[config.mk]
export PLATFORM = sky130hd
export DESIGN_NAME = spi_irq_regs
export DESIGN_NICKNAME = d
export VERILOG_FILES = /design/src/rtl/spi_irq_pkg.sv /design/src/rtl/spi_irq_status.sv /design/src/rtl/spi_irq_mask.sv /design/src/rtl/spi_irq_wmark.sv /design/src/rtl/spi_irq_regs.sv
export SDC_FILE = /design/constraint.sdc
export NUM_CORES = 1
export LEC_CHECK = 0
export ABC_AREA = 1
export BUFFER_PORTS_ARGS = -buffer_cell sky130_fd_sc_hd__buf_2
export CAP_MARGIN = 25
export CORE_ASPECT_RATIO = 0.7
export CORE_MARGIN = 10
export CORE_UTILIZATION = 35
export DETAILED_ROUTE_END_ITERATION = 10
export PLACE_DENSITY_LB_ADDON = 0.1
export SLEW_MARGIN = 20
export SYNTH_ARGS = -nofsm -noshare
export SYNTH_HDL_FRONTEND = slang
export SYNTH_SLANG_ARGS = --single-unit
[constraint.sdc]
create_clock -name clk_i -period 2.5 [get_ports clk_i]
set_clock_uncertainty 0.2 [all_clocks]
set_input_delay 0.125 -clock clk_i [delete_from_list [all_inputs] [get_ports clk_i]]
set_output_delay 0.125 -clock clk_i [all_outputs]
set_load 0.03 [all_outputs]
[src/rtl/spi_irq_pkg.sv]
package spi_irq_pkg;
  localparam int NUM_SRC  = 7;
  localparam int SRC_TXLW = 2;
  localparam int OFS_STAT = 'h04;
  localparam int OFS_MSET = 'h08;
  localparam int OFS_MCLR = 'h0C;
  localparam int OFS_MASK = 'h10;
  localparam int OFS_WMRK = 'h28;
endpackage

[src/rtl/spi_irq_status.sv]
module spi_irq_status import spi_irq_pkg::*; (
  input  logic               clk_i,
  input  logic               rst_ni,
  input  logic [NUM_SRC-1:0] set_i,
  input  logic [NUM_SRC-1:0] clr_i,
  output logic [NUM_SRC-1:0] stat_o
);
  logic [NUM_SRC-1:0] stat_q;

  for (genvar i = 0; i < NUM_SRC; i++) begin : g_bit
    // new events win over a same-cycle clear
    always_ff @(posedge clk_i or negedge rst_ni) begin
      if (!rst_ni) stat_q[i] <= 1'b0;
      else         stat_q[i] <= (stat_q[i] & ~clr_i[i]) | set_i[i];
    end

    assert_sticky_R2: assert property (@(posedge clk_i) disable iff (!rst_ni)
      stat_q[i] && !clr_i[i] |=> stat_q[i]);
    assert_event_wins_R3: assert property (@(posedge clk_i) disable iff (!rst_ni)
      set_i[i] |=> stat_q[i]);
    assert_w1c_R3: assert property (@(posedge clk_i) disable iff (!rst_ni)
      clr_i[i] && !set_i[i] |=> !stat_q[i]);
  end

  assign stat_o = stat_q;
endmodule

[src/rtl/spi_irq_mask.sv]
module spi_irq_mask import spi_irq_pkg::*; (
  input  logic               clk_i,
  input  logic               rst_ni,
  input  logic [NUM_SRC-1:0] set_i,
  input  logic [NUM_SRC-1:0] clr_i,
  output logic [NUM_SRC-1:0] mask_o
);
  logic [NUM_SRC-1:0] mask_q;

  always_ff @(posedge clk_i or negedge rst_ni) begin
    if (!rst_ni) mask_q <= '0;
    else         mask_q <= (mask_q | set_i) & ~clr_i;
  end

  assign mask_o = mask_q;

  assert_mask_set_R4: assert property (@(posedge clk_i) disable iff (!rst_ni)
    (|set_i) |=> ((mask_q & $past(set_i)) == $past(set_i)));
  assert_mask_clr_R5: assert property (@(posedge clk_i) disable iff (!rst_ni)
    (|clr_i) |=> ((mask_q & $past(clr_i)) == '0));
  assert_mask_hold_R6: assert property (@(posedge clk_i) disable iff (!rst_ni)
    !(|set_i) && !(|clr_i) |=> $stable(mask_q));
endmodule

[src/rtl/spi_irq_wmark.sv]
module spi_irq_wmark #(
  parameter int LVL_W = 8
) (
  input  logic             clk_i,
  input  logic             rst_ni,
  input  logic             wr_i,
  input  logic [LVL_W-1:0] wdata_i,
  input  logic [LVL_W-1:0] level_i,
  output logic [LVL_W-1:0] wm_o,
  output logic             low_o
);
  logic [LVL_W-1:0] wm_q;

  always_ff @(posedge clk_i or negedge rst_ni) begin
    if (!rst_ni)   wm_q <= LVL_W'(1);
    else if (wr_i) wm_q <= wdata_i;
  end

  assign wm_o  = wm_q;
  assign low_o = level_i < wm_q;

  assert_wm_load_R7: assert property (@(posedge clk_i) disable iff (!rst_ni)
    wr_i |=> wm_q == $past(wdata_i));
endmodule

[src/rtl/spi_irq_regs.sv]
module spi_irq_regs import spi_irq_pkg::*; #(
  parameter int ADDR_W     = 6,
  parameter int DATA_W     = 32,
  parameter int FIFO_DEPTH = 128,
  localparam int LVL_W     = $clog2(FIFO_DEPTH + 1)
) (
  input  logic               clk_i,
  input  logic               rst_ni,
  input  logic               wr_en_i,
  input  logic [ADDR_W-1:0]  addr_i,
  input  logic [DATA_W-1:0]  wdata_i,
  output logic [DATA_W-1:0]  rdata_o,
  input  logic [NUM_SRC-1:0] src_i,
  input  logic [LVL_W-1:0]   tx_level_i,
  output logic               irq_o
);
  logic sel_stat, sel_mset, sel_mclr, sel_mask, sel_wmrk;
  logic [NUM_SRC-1:0] wbits, stat_clr, mask_set, mask_clr, events, stat, mask;
  logic [LVL_W-1:0]   wm;
  logic               tx_low;
  logic               wdata_unused;

  assign sel_stat = addr_i == ADDR_W'(OFS_STAT);
  assign sel_mset = addr_i == ADDR_W'(OFS_MSET);
  assign sel_mclr = addr_i == ADDR_W'(OFS_MCLR);
  assign sel_mask = addr_i == ADDR_W'(OFS_MASK);
  assign sel_wmrk = addr_i == ADDR_W'(OFS_WMRK);

  assign wbits        = wdata_i[NUM_SRC-1:0];
  assign wdata_unused = ^wdata_i[DATA_W-1:NUM_SRC];
  assign stat_clr     = (wr_en_i && sel_stat) ? wbits : '0;
  assign mask_set     = (wr_en_i && sel_mset) ? wbits : '0;
  assign mask_clr     = (wr_en_i && sel_mclr) ? wbits : '0;

  always_comb begin
    events           = src_i;
    events[SRC_TXLW] = tx_low;
  end

  spi_irq_wmark #(.LVL_W(LVL_W)) u_wmark (
    .clk_i   (clk_i),
    .rst_ni  (rst_ni),
    .wr_i    (wr_en_i && sel_wmrk),
    .wdata_i (wdata_i[LVL_W-1:0]),
    .level_i (tx_level_i),
    .wm_o    (wm),
    .low_o   (tx_low)
  );

  spi_irq_status u_status (
    .clk_i  (clk_i),
    .rst_ni (rst_ni),
    .set_i  (events),
    .clr_i  (stat_clr),
    .stat_o (stat)
  );

  spi_irq_mask u_mask (
    .clk_i  (clk_i),
    .rst_ni (rst_ni),
    .set_i  (mask_set),
    .clr_i  (mask_clr),
    .mask_o (mask)
  );

  always_comb begin
    rdata_o = '0;
    if (sel_stat)      rdata_o = DATA_W'(stat);
    else if (sel_mask) rdata_o = DATA_W'(mask);
    else if (sel_wmrk) rdata_o = DATA_W'(wm);
  end

  assign irq_o = |(stat & mask);

  assert_irq_needs_mask_R8: assert property (@(posedge clk_i) disable iff (!rst_ni)
    irq_o |-> (|mask) && (|stat));
  assert_txlow_ignores_src_R7: assert property (@(posedge clk_i) disable iff (!rst_ni)
    !tx_low && !stat[SRC_TXLW] && !stat_clr[SRC_TXLW] |=> !stat[SRC_TXLW]);
endmodule

# == Word-level counts from Yosys, hierarchy flattened ==
# Cells that the tools add are included.
# classes
order_cmp,1
n_reduce_logical,5
n_mux,6
eq_ne,5
bitwise,25
# op_table
op,count
$mux W8,3
$mux W7,3
$and A7 B7 Y7,2
$eq A6 B4 Y1 const B,2
$lt A8 B8 Y1,1
$and A1 B1 Y1,7
$not A1 Y1,7
$not A7 Y7,1
$or A1 B1 Y1,7
$or A7 B7 Y7,1
$reduce_or A7 Y1,1
$eq A6 B3 Y1 const B,1
$eq A6 B5 Y1 const B,1
$eq A6 B6 Y1 const B,1
$logic_and A1 B1 Y1,4
# totals
inputBits,56
word_cells,51
register_bits,22

# == Logic depth before layout (Yosys ltp) ==
# Gate-level depths: netlist (run 1).
# depth
ltp_word,6
mapped_depth,9
depth_no_buf,9

# == Hierarchy ==
# From an unflattened synthesis (run 1), not the netlist that was laid out.
# hier_totals
hier_cells,231
hier_area_um2,1626.6
# modules_own_cells
module,cells_per_inst,instances,area_each_um2
spi_irq_regs,120,1,649.4
spi_irq_wmark,55,1,469.2
spi_irq_status,35,1,280.3
spi_irq_mask,21,1,227.7

# == Worst setup path after synthesis (run 1) ==
# OpenSTA, ideal clock, no wires.
# synth_path
path_type,input -> output
start,in addr_i[1]
end,out rdata_o[7]
setup_slack_ps,1120
stages,5
path_buffers,0
t_arrival_ps,1055
path_cell_list,nor2_4 > nand2_4 > nor2_8 > nand2_4 > nor2_1
# synth_between
elab_chain_cells,4
elab_cells_between_ends,6
classes_between,eq/ne: 3; mux: 3
# synth_rtl
element,line_no,text
"start, declared",spi_irq_regs.sv:10,"input logic [ADDR_W-1:0] addr_i,"
$eq A6 B6 Y1,spi_irq_regs.sv:27,assign sel_wmrk = addr_i == ADDR_W'(OFS_WMRK);
$mux W8,spi_irq_regs.sv:70,else if (sel_wmrk) rdata_o = DATA_W'(wm);
$mux W8,spi_irq_regs.sv:69,else if (sel_mask) rdata_o = DATA_W'(mask);
$mux W8 *,spi_irq_regs.sv:68,if (sel_stat) rdata_o = DATA_W'(stat);
"end, declared",spi_irq_regs.sv:12,"output logic [DATA_W-1:0] rdata_o,"
# Every way passes the cells marked *; elsewhere a longest branch is shown, timed or not.

# == Final worst setup path (run 1) ==
# layout_path
start,in addr_i[1]
end,out rdata_o[5]
# Same word-level chain as after synthesis.

==> results of run 1 <==
[registers in the layout (all words and copies together), names as in the netlist]
signal           flops
u_wmark.wm_o         8
u_mask.mask_o        7
u_status.stat_o      7
[path summary, 6_finish.rpt]
check	end	slack, ns	cells past startpoint
setup reg to reg	u_status.stat_o[2]	1.10	6
hold reg to reg	u_wmark.wm_o[7]	0.27	2
hold / removal	u_mask.mask_o[5]	0.04	4
max in group asynchronous	u_wmark.wm_o[0]	1.57	2
min in group asynchronous	u_wmark.wm_o[4]	0.17	2
setup / recovery	rdata_o[5]	0.81	9
[area by class of cell]
class                   instances  area, sq um
inverters                      35          136
clock buffers                   4         55.1
repair buffers                 60          403
well taps                      55         68.8
fillers                       469         2390
multi-input cells             165          846
flip-flops and latches         22          552
[Yosys cell counts (all sizes together)]
| master | count | area (sq um) |
|---|---|---|
| inv | 34 | 128 |
| nor3 | 1 | 16.3 |
| nand3 | 22 | 110 |
| nor2 | 18 | 108 |
| buf | 27 | 204 |
| and2 | 1 | 8.76 |
| dfrtp | 21 | 526 |
| o21a | 1 | 7.51 |
| ha | 7 | 87.6 |
| nand2 | 65 | 269 |
| conb | 1 | 3.75 |
| nand4 | 15 | 93.8 |
| dfstp | 1 | 26.3 |
| clkinv | 1 | 8.76 |
| a21oi | 11 | 55.1 |
[worst max-delay path, cell delays in order]
cell	delay, ns
buf_2	0.11
nor2_4	0.26
nand2_4	0.11
nor2_8	0.18
nand2_4	0.11
clkinv_4	0.10
nand2_1	0.06
nand3_1	0.08
buf_2	0.21
[per-stage QoR]
stage / setup WS [ns] / cell area (sq um)
global route: 0.716 / 2060
floorplan: 1.12 / 1740
finish: 0.812 / 2060
CTS: 0.815 / 2060
global placement: 0.793 / 1810
detailed placement: 0.811 / 1810
[metal layers]
layer / share of wire [%] / GRT usage (%)
met1: 49 / 15.8
met2: 43 / 18.0
met3: 6.9 / 4.16
met4: 0.76 / 2.11
met5: 0 / 0
[cell families after synthesis]
kind of cell / after synthesis / share of synthesized area, %
compound gates: 12 / 3.79
fa+ha+maj: 7 / 5.30
buf+inv: 62 / 20.6
flops: 22 / 33.4
other cells: 1 / 0.227
simple gates: 122 / 36.7
[repair_timing]
item / 4_1_cts / 5_1_grt
endpoints found under the hold margin: 43 / 0
hold buffers: 20 / 0
endpoints found under the setup margin: 0 / 0
[power by group through the flow]
stage | logic, mW | clock network [mW] | registers (mW)
finish | 0.239 | 0.261 | 0.415
global route | 0.272 | 0.289 | 0.421
CTS | 0.240 | 0.270 | 0.414
detailed placement | 0.221 | 0 | 0.421
global placement | 0.220 | 0 | 0.421
floorplan | 0.184 | 0 | 0.415
==> flow_metrics.py, run 1 <==
metrics = {
    "logic_synthesis": {
        "avgSynthCellArea_sq_um": 7.31,
        "synth_seq_area_share_pct": 33.4,
        "ys_types": 22,
        "syn_area_sq_um": 1650,
        "ys_warn_count": 0,
        "ys_ff_latch": 22,
        "synth_cells": 226,
    },
    "power": {
        "clkPwrFrac_pct": 28.5,
        "p_sw_mw": 0.303,
        "swShare_pct": 33.1,
        "pwr-share-seq_pct": 45.3,
        "intPower_mw": 0.612,
        "p_per_area_nw_per_um2": 444,
        "ir_drop_v": 0.000188,
        "total_power_mw": 0.915,
        "comb_power_share_pct": 26.1,
        "p_leak_nw": 1.17,
    },
    "floorplanning": {
        "die_area_sq_um": 7910,
        "die_w_um": 102,
        "core_area_sq_um": 4450,
        "start_util_pct": 37.1,
        "row_count": 20,
        "pin_count": 89,
        "die_y_um": 77.5,
    },
    "global_routing": {
        "track_usage_pct": 11.8,
        "grt_start_max_net_pins": 23,
        "antenna_found_initial": 0,
        "overflow": 0,
        "grt_pass1_vias": 1514,
        "grt_pass1_wl_um": 7610,
    },
    "sta": {
        "hold_ws_ns": 0.0420,
        "fin_crit_sh_pct": 67.5,
        "worstMarginPinSlew_ns": 0.533,
        "tns_ns": 0,
        "setup_viol": 0,
        "fmaxAchievable_mhz": 592,
        "fin_crit_ns": 1.69,
        "finalHoldViolations": 0,
        "slew_violations": 0,
        "slew_headroom_pct": 64.5,
        "rsz0062_at_grt": "false",
    },
    "route": {
        "first_pass_iters": 4,
        "ant_nets": 0,
        "dr_total_vias": 1503,
        "routed_wl_um": 4600,
        "viasPerCell": 4.41,
        "drt_iter0_drc": 95,
        "drc_errors": 0,
        "wire_per_inst_um": 13.5,
    },
    "clock_tree": {
        "cts_buffers": 3,
        "root_buffer": "clkbuf_8",
        "cts.path.max_buffers": 2,
        "tritoncts": "built",
        "clock_latency_ns": 0.26,
        "clk_pin_slew_ns": 0.08,
        "cts_resized": 0,
        "cts.sinks": 22,
        "post_cts.repair.setup_buffers": 0,
        "htreeDepth": 1,
    },
    "place": {
        "io_buffers": 39,
        "hpwl_um": 3570,
        "gp_congestion": 0.776,
        "dp.cells": 317,
    },
    "hold_path": {
        "hold_path_class": "input pin to flop",
        "hold_start": "addr_i[2]",
    },
    "setup_path": {
        "startpoint": "addr_i[1]",
        "cp_max_fo": 9,
        "required_ns": 2.17,
        "crit-reg2reg-launch": "u_wmark.wm_o[5]",
        "cp_data_arrival_time_ns": 1.36,
        "cp-end-kind": "primary output",
        "path_class": "input pin to primary output",
        "cp-start-kind": "input pin",
    },
    "finish": {
        "syn2layout_area_growth_pct": 24.8,
        "n_antenna_cell": 0,
        "drive_gt1_share_pct": 19.6,
        "nets": 350,
        "final_common_cell": "nand2_1",
        "final_cell_mix": "nand2_1 (61), buf_2 (39), inv_1 (33)",
        "instances_no_fill": 341,
        "final_util_pct": 46.3,
    },
    "flow_run": {
        "drv_cap": 0,
    },
    "run_status": {
        "status": "finished, final reports clean",
    },
}
Note: power is estimated with default switching activity, not from simulation.
==> run 2, diff against run 1 <==
--- a/config.mk
+++ b/config.mk
@@ -5,7 +5,7 @@
 export SDC_FILE = /design/constraint.sdc
 export NUM_CORES = 1
 export LEC_CHECK = 0
-export ABC_AREA = 1
+export ABC_AREA = 0
 export BUFFER_PORTS_ARGS = -buffer_cell sky130_fd_sc_hd__buf_2
 export CAP_MARGIN = 25
 export CORE_ASPECT_RATIO = 0.7
==> constraint.sdc (replaced) <==
create_clock -name clk_i -period 1.7 [get_ports clk_i]
set_clock_uncertainty 0.2 [all_clocks]
set_input_delay 0.085 -clock clk_i [delete_from_list [all_inputs] [get_ports clk_i]]
set_output_delay 0.085 -clock clk_i [all_outputs]
set_load 0.03 [all_outputs]
==> run 2 against run 1 <==
Compared with the run above: critical path depth decreased by 6; non-clock buffer count increased by 4; total power increased by 55%; worst setup slack got worse by 0.79 ns; hold slack got worse by 0.029 ns; synthesized cell count decreased by 35%; count of clock-buffer cells in the layout decreased by 1; clock power increased by 83%; die area decreased by 9.5%; final cell count decreased by 23%.
==> flow_metrics.py, run 2 <==
metrics = {
    "power": {
        "comb_power_share_pct": 23.2,
        "ir_drop_v": 0.000361,
        "clkPwrFrac_pct": 33.6,
        "p_per_area_nw_per_um2": 743,
        "pwr-share-seq_pct": 43.2,
        "intPower_mw": 1.03,
        "p_leak_nw": 1.02,
        "total_power_mw": 1.42,
        "p_sw_mw": 0.395,
        "swShare_pct": 27.8,
    },
    "finish": {
        "n_antenna_cell": 0,
        "final_cell_mix": "buf_2 (37), conb_1 (24), inv_1 (21), dfrtp_1 (21), dlygate4sd3_1 (16)",
        "final_common_cell": "buf_2",
        "final_util_pct": 48.5,
        "nets": 275,
        "syn2layout_area_growth_pct": 31.9,
        "largest_register_ffs": 8,
        "drive_gt1_share_pct": 31.8,
    },
    "clock_tree": {
        "clk_pin_slew_ns": 0.08,
        "cts.sinks": 22,
        "cts_buffers": 3,
        "cts.path.max_buffers": 2,
        "clock_latency_ns": 0.26,
        "tritoncts": "built",
        "htreeDepth": 1,
        "root_buffer": "clkbuf_8",
    },
    "route": {
        "ant_nets": 0,
        "first_pass_iters": 4,
        "routed_wl_um": 3830,
        "wire_per_inst_um": 14.6,
        "drc_errors": 0,
        "drt_iter0_drc": 88,
        "viasPerCell": 4.67,
        "dr_total_vias": 1229,
    },
    "global_routing": {
        "antenna_found_initial": 0,
        "grt_pass1_vias": 1270,
        "grt_pass1_wl_um": 6120,
        "overflow": 0,
        "track_usage_pct": 10.3,
        "grt_start_max_net_pins": 23,
    },
    "hold_path": {
        "worstHoldPathCells": 4,
        "hold_path_class": "input pin to flop",
    },
    "place": {
        "hpwl_um": 3140,
        "io_buffers": 39,
        "post-place-ws_ns": -0.0354,
        "gp_congestion": 0.797,
    },
    "flow_run": {
        "drv_cap": 0,
    },
    "setup_path": {
        "critPathMaxStageDelay_ns": 0.41,
        "path_class": "flop to primary output",
        "required_ns": 1.41,
        "cp_data_arrival_time_ns": 1.39,
        "cp-start-kind": "flop",
        "cpMaxStageDelayCell": "dfrtp_1",
        "cp_max_fo": 3,
        "cp-end-kind": "primary output",
        "ff2ff_path_depth": 6,
        "path_cells": "a222oi_1 > nand3_1 > buf_4",
    },
    "logic_synthesis": {
        "syn_area_sq_um": 1450,
        "synth_edf_count": 0,
        "async_flop_share_pct": 100,
        "synth_cells": 147,
        "ys_warn_count": 0,
        "avgSynthCellArea_sq_um": 9.86,
        "yosysMostFrequentCell": "buf_4",
        "ys_types": 34,
        "yosys.area.top_type_share_pct": 36.2,
        "synth_area_leaders": "dfrtp_1 (36%), buf_4 (12%), ha_1 (6.0%)",
        "synth_seq_area_share_pct": 38.1,
        "yosys.area.top_type": "dfrtp_1",
        "synth_top_cells_by_count": "buf_4 (24), dfrtp_1 (21), inv_1 (21)",
        "synth_flop_cell": "dfrtp_1",
        "ys_ff_latch": 22,
    },
    "sta": {
        "fin_ws_ns": 0.0233,
        "rsz0062_at_grt": "true",
        "fmaxAchievable_mhz": 596,
        "fin_crit_sh_pct": 98.6,
        "finalHoldViolations": 0,
        "setup_viol": 0,
        "fin_crit_ns": 1.68,
        "slew_violations": 0,
    },
    "run_status": {
        "status": "finished, final reports clean",
    },
    "floorplanning": {
        "pin_count": 89,
        "core_area_sq_um": 3950,
        "die_y_um": 73.9,
        "die_area_sq_um": 7160,
        "die_w_um": 96.9,
        "row_count": 19,
        "start_util_pct": 36.7,
    },
}
run 2: cell types whose count changed after synthesis, moves of 8 or more:
cell,before,now
nor2_1,15,1
inv_1,33,21
a21oi_1,11,2
nand3_1,22,1
nand2_1,61,14
a222oi_1,0,8
nand4_1,15,1
run 2: power by group through the flow:
stage | sequential [mW] | clock (mW) | combinational, mW
3_3_place_gp | 0.623 | 0 | 0.278
6_report | 0.614 | 0.477 | 0.330
3_5_place_dp | 0.624 | 0 | 0.290
4_1_cts | 0.614 | 0.489 | 0.321
2_1_floorplan | 0.612 | 0 | 0.235
5_1_grt | 0.620 | 0.514 | 0.365
run 2: routing by layer:
metal / part of all wire (%) / global-route usage [%] / vias to the layer above
met5: 0 / 0 / -
met4: 0.29 / 0.979 / 0
met3: 11 / 4.68 / 2
met2: 46 / 16.7 / 51
met1: 43 / 12.9 / 584
li1: - / - / 592
run 2: cell families (layout without fill, tap and decap cells):
group | after synthesis | after routing | share of synthesized area, %
mux | 14 | 14 | 10.3
simple gates | 31 | 31 | 13.3
compound gates | 24 | 24 | 13.3
other cells | 1 | 24 | 0.259
buf+inv | 48 | 89 | 18.8
fa+ha+maj | 7 | 7 | 6.04
flops | 22 | 22 | 38.1
run 2: what timing repair did:
item	in CTS	in global routing
gates resized for setup	1	4
hold buffers	16	0
endpoints found under the hold margin	44	0
buffers inserted	0	1
setup endpoints to repair	1	3
pin swaps	0	3
run 2: layout make-up:
class,instances,area (sq um)
tap,52,65.1
fill,389,2030
sequential,22,552
clock inverter,1,30.0
multi-input combinational,100,718
clock buffer,3,41.3
timing repair buffer,64,428
inverter,21,78.8
run 2: path summary, 6_finish.rpt:
check	from	end	slack, ns
max in group asynchronous	rst_ni	u_wmark.wm_o[0]	0.83
min reg2reg	u_status.stat_o[0]	u_status.stat_o[0]	0.32
min in group asynchronous	rst_ni	u_status.stat_o[3]	0.12
max reg2reg	u_wmark.wm_o[2]	u_status.stat_o[2]	0.07
min	wr_en_i	u_status.stat_o[2]	0.01
max	u_mask.mask_o[3]	irq_o	0.02
run 2: metrics by stage:
step                      hold WS (ns)  std cells  cell area (sq um)  setup TNS, ns
after floorplan                 -0.411        170               1540              0
after global placement          -0.117        242               1660              0
after detailed placement        -0.122        242               1660        -0.0354
after CTS                      0.00658        262               1900              0
after global routing            0.0173        263               1910         -0.109
final                           0.0128        263               1910              0
run 2: worst max-delay path: cells and delay by family, from the launching register on:
family | cells | cell delay (ns)
AOI/OAI and AO/OA | 1 | 0.41
DFF | 1 | 0.41
buffers and inverters | 1 | 0.19
and+or+nand+nor | 1 | 0.13
==> run 3, diff against run 2 <==
==> constraint.sdc (replaced) <==
create_clock -name clk_i -period 1.5 [get_ports clk_i]
set_clock_uncertainty 0.2 [all_clocks]
set_input_delay 0.075 -clock clk_i [delete_from_list [all_inputs] [get_ports clk_i]]
set_output_delay 0.075 -clock clk_i [all_outputs]
set_load 0.03 [all_outputs]
==> run 3 against run 2 <==
Compared with the run above: the flow now finishes with violations (negative setup slack); worst setup slack worse by 0.18 ns; critical endpoint unchanged; count of clock-buffer cells in the layout rose by 1; combinational power grew 37%; highest routed layer unchanged; routed wire length up 13%; total power is 11% higher; critical path type unchanged; global-route usage increased by 1.7 points.
==> flow_metrics.py, run 3 (synthesis gave the netlist of run 2 again) <==
metrics = {
    "place": {
        "gp_congestion": 0.796,
        "placed_cell_area_sq_um": 1750,
        "io_buffers": 39,
        "hpwl_um": 3330,
    },
    "floorplanning": {
        "die_area_sq_um": 7160,
        "pin_count": 89,
        "die_w_um": 96.9,
        "start_util_pct": 36.7,
        "die_y_um": 73.9,
        "row_count": 19,
        "core_area_sq_um": 3950,
    },
    "global_routing": {
        "grt_pass1_wl_um": 7120,
        "grt_pass1_vias": 1442,
        "overflow": 0,
        "grt_start_max_net_pins": 23,
        "track_usage_pct": 12.0,
        "antenna_found_initial": 0,
    },
    "route": {
        "drt_iter0_drc": 119,
        "routed_wl_um": 4340,
        "dr_total_vias": 1295,
        "wire_per_inst_um": 15.6,
        "first_pass_iters": 6,
        "drc_errors": 0,
        "viasPerCell": 4.68,
        "ant_nets": 0,
    },
    "sta": {
        "fin_crit_ns": 1.66,
        "finalHoldViolations": 0,
        "fmaxAchievable_mhz": 603,
        "fin_crit_sh_pct": 111,
        "rsz0062_at_grt": "true",
        "worstMarginPinSlew_ns": 0.524,
        "slew_headroom_pct": 65.0,
        "setup_viol": 8,
        "fin_ws_ns": -0.158,
        "slew_violations": 0,
    },
    "finish": {
        "nets": 289,
        "largest_register_ffs": 8,
        "drive_gt1_share_pct": 37.8,
        "n_antenna_cell": 0,
        "syn2layout_area_growth_pct": 45.2,
        "final_cell_mix": "buf_2 (29), conb_1 (24), dfrtp_1 (21)",
        "final_common_cell": "buf_2",
        "final_util_pct": 53.4,
        "design_area_sq_um": 2110,
    },
    "clock_tree": {
        "cts.sinks": 22,
        "htreeDepth": 1,
        "cts.path.max_buffers": 2,
        "clock_latency_ns": 0.26,
        "cts_buffers": 3,
        "tritoncts": "built",
        "root_buffer": "clkbuf_8",
        "clk_pin_slew_ns": 0.08,
    },
    "setup_path": {
        "cp-end-kind": "primary output",
        "crit-reg2reg-launch": "u_wmark.wm_o[1]",
        "startpoint": "u_mask.mask_o[3]",
        "cp_data_arrival_time_ns": 1.38,
        "required_ns": 1.22,
        "path_class": "flop to primary output",
        "cp-start-kind": "flop",
        "cp_max_fo": 2,
    },
    "run_status": {
        "violations": "negative setup slack",
        "status": "complete, but fails checks",
    },
    "flow_run": {
        "drv_cap": 0,
    },
    "hold_path": {
        "hold_start": "addr_i[2]",
        "hold_path_class": "input pin to flop",
    },
    "power": {
        "p_per_area_nw_per_um2": 750,
        "ir_drop_v": 0.000446,
        "p_leak_nw": 1.10,
    },
}
-- run 3: critical path, cell delays in order, from the launching register on --
cell and delay (ns):
dfrtp_1 0.39, a222oi_1 0.40, nand3_1 0.16, buf_6 0.17
-- run 3: final cells by class --
class	count	area, sq um
tap	52	65.1
sequential	22	552
clock buffer	4	55.1
inverter	21	78.8
fill	375	1840
multi-input combinational	100	747
timing repair buffer	78	608
-- run 3: final timing paths --
check / end / slack, ns / depth (start not counted)
max: irq_o / -0.16 / 3
min: u_status.stat_o[2] / 0.04 / 4
max reg2reg: u_status.stat_o[2] / -0.10 / 5
min reg2reg: u_status.stat_o[0] / 0.32 / 1
max in group asynchronous: u_wmark.wm_o[0] / 0.62 / 2
min in group asynchronous: u_status.stat_o[3] / 0.12 / 2
-- run 3: what timing repair did --
| action | in CTS | in global routing |
|---|---|---|
| gates cloned | 0 | 0 |
| setup endpoints to repair | 10 | 10 |
| endpoints found under the hold margin | 44 | 0 |
| pin swaps | 9 | 4 |
| gates resized for setup | 25 | 2 |
| hold buffers | 17 | 0 |
| buffers inserted | 3 | 1 |
-- run 3: report_power, final --
part           total, mW  leakage (nW)  internal [mW]  switching (mW)
logic              0.453         0.843          0.209           0.243
clock network      0.430        0.0288          0.234           0.196
registers          0.697         0.233          0.652          0.0453
total               1.58          1.10           1.10           0.484
-- run 3: per-layer routing --
metal  global-route usage, %  wire length (um)  vias to the layer above  part of all wire (%)
met5                       0                 0                        -                     0
met4                    1.47                 8                        0                  0.18
met3                    4.21               377                        2                   8.7
met2                    20.3              2080                       58                    48
met1                    14.8              1870                      618                    43
li1                        -                 -                      617                     -
-- run 3: per-stage QoR --
stage	setup TNS [ns]	instances	power, mW	setup slack, ns	hold slack [ns]
CTS	-0.711	276	1.58	-0.172	0.0396
global route	-1.51	277	1.66	-0.254	0.0728
global placement	-1.43	252	1.07	-0.119	-0.115
detailed placement	-1.72	252	1.09	-0.115	-0.112
finish	-0.643	277	1.58	-0.158	0.0368
floorplan	-0.0125	170	0.977	-0.0125	-0.421
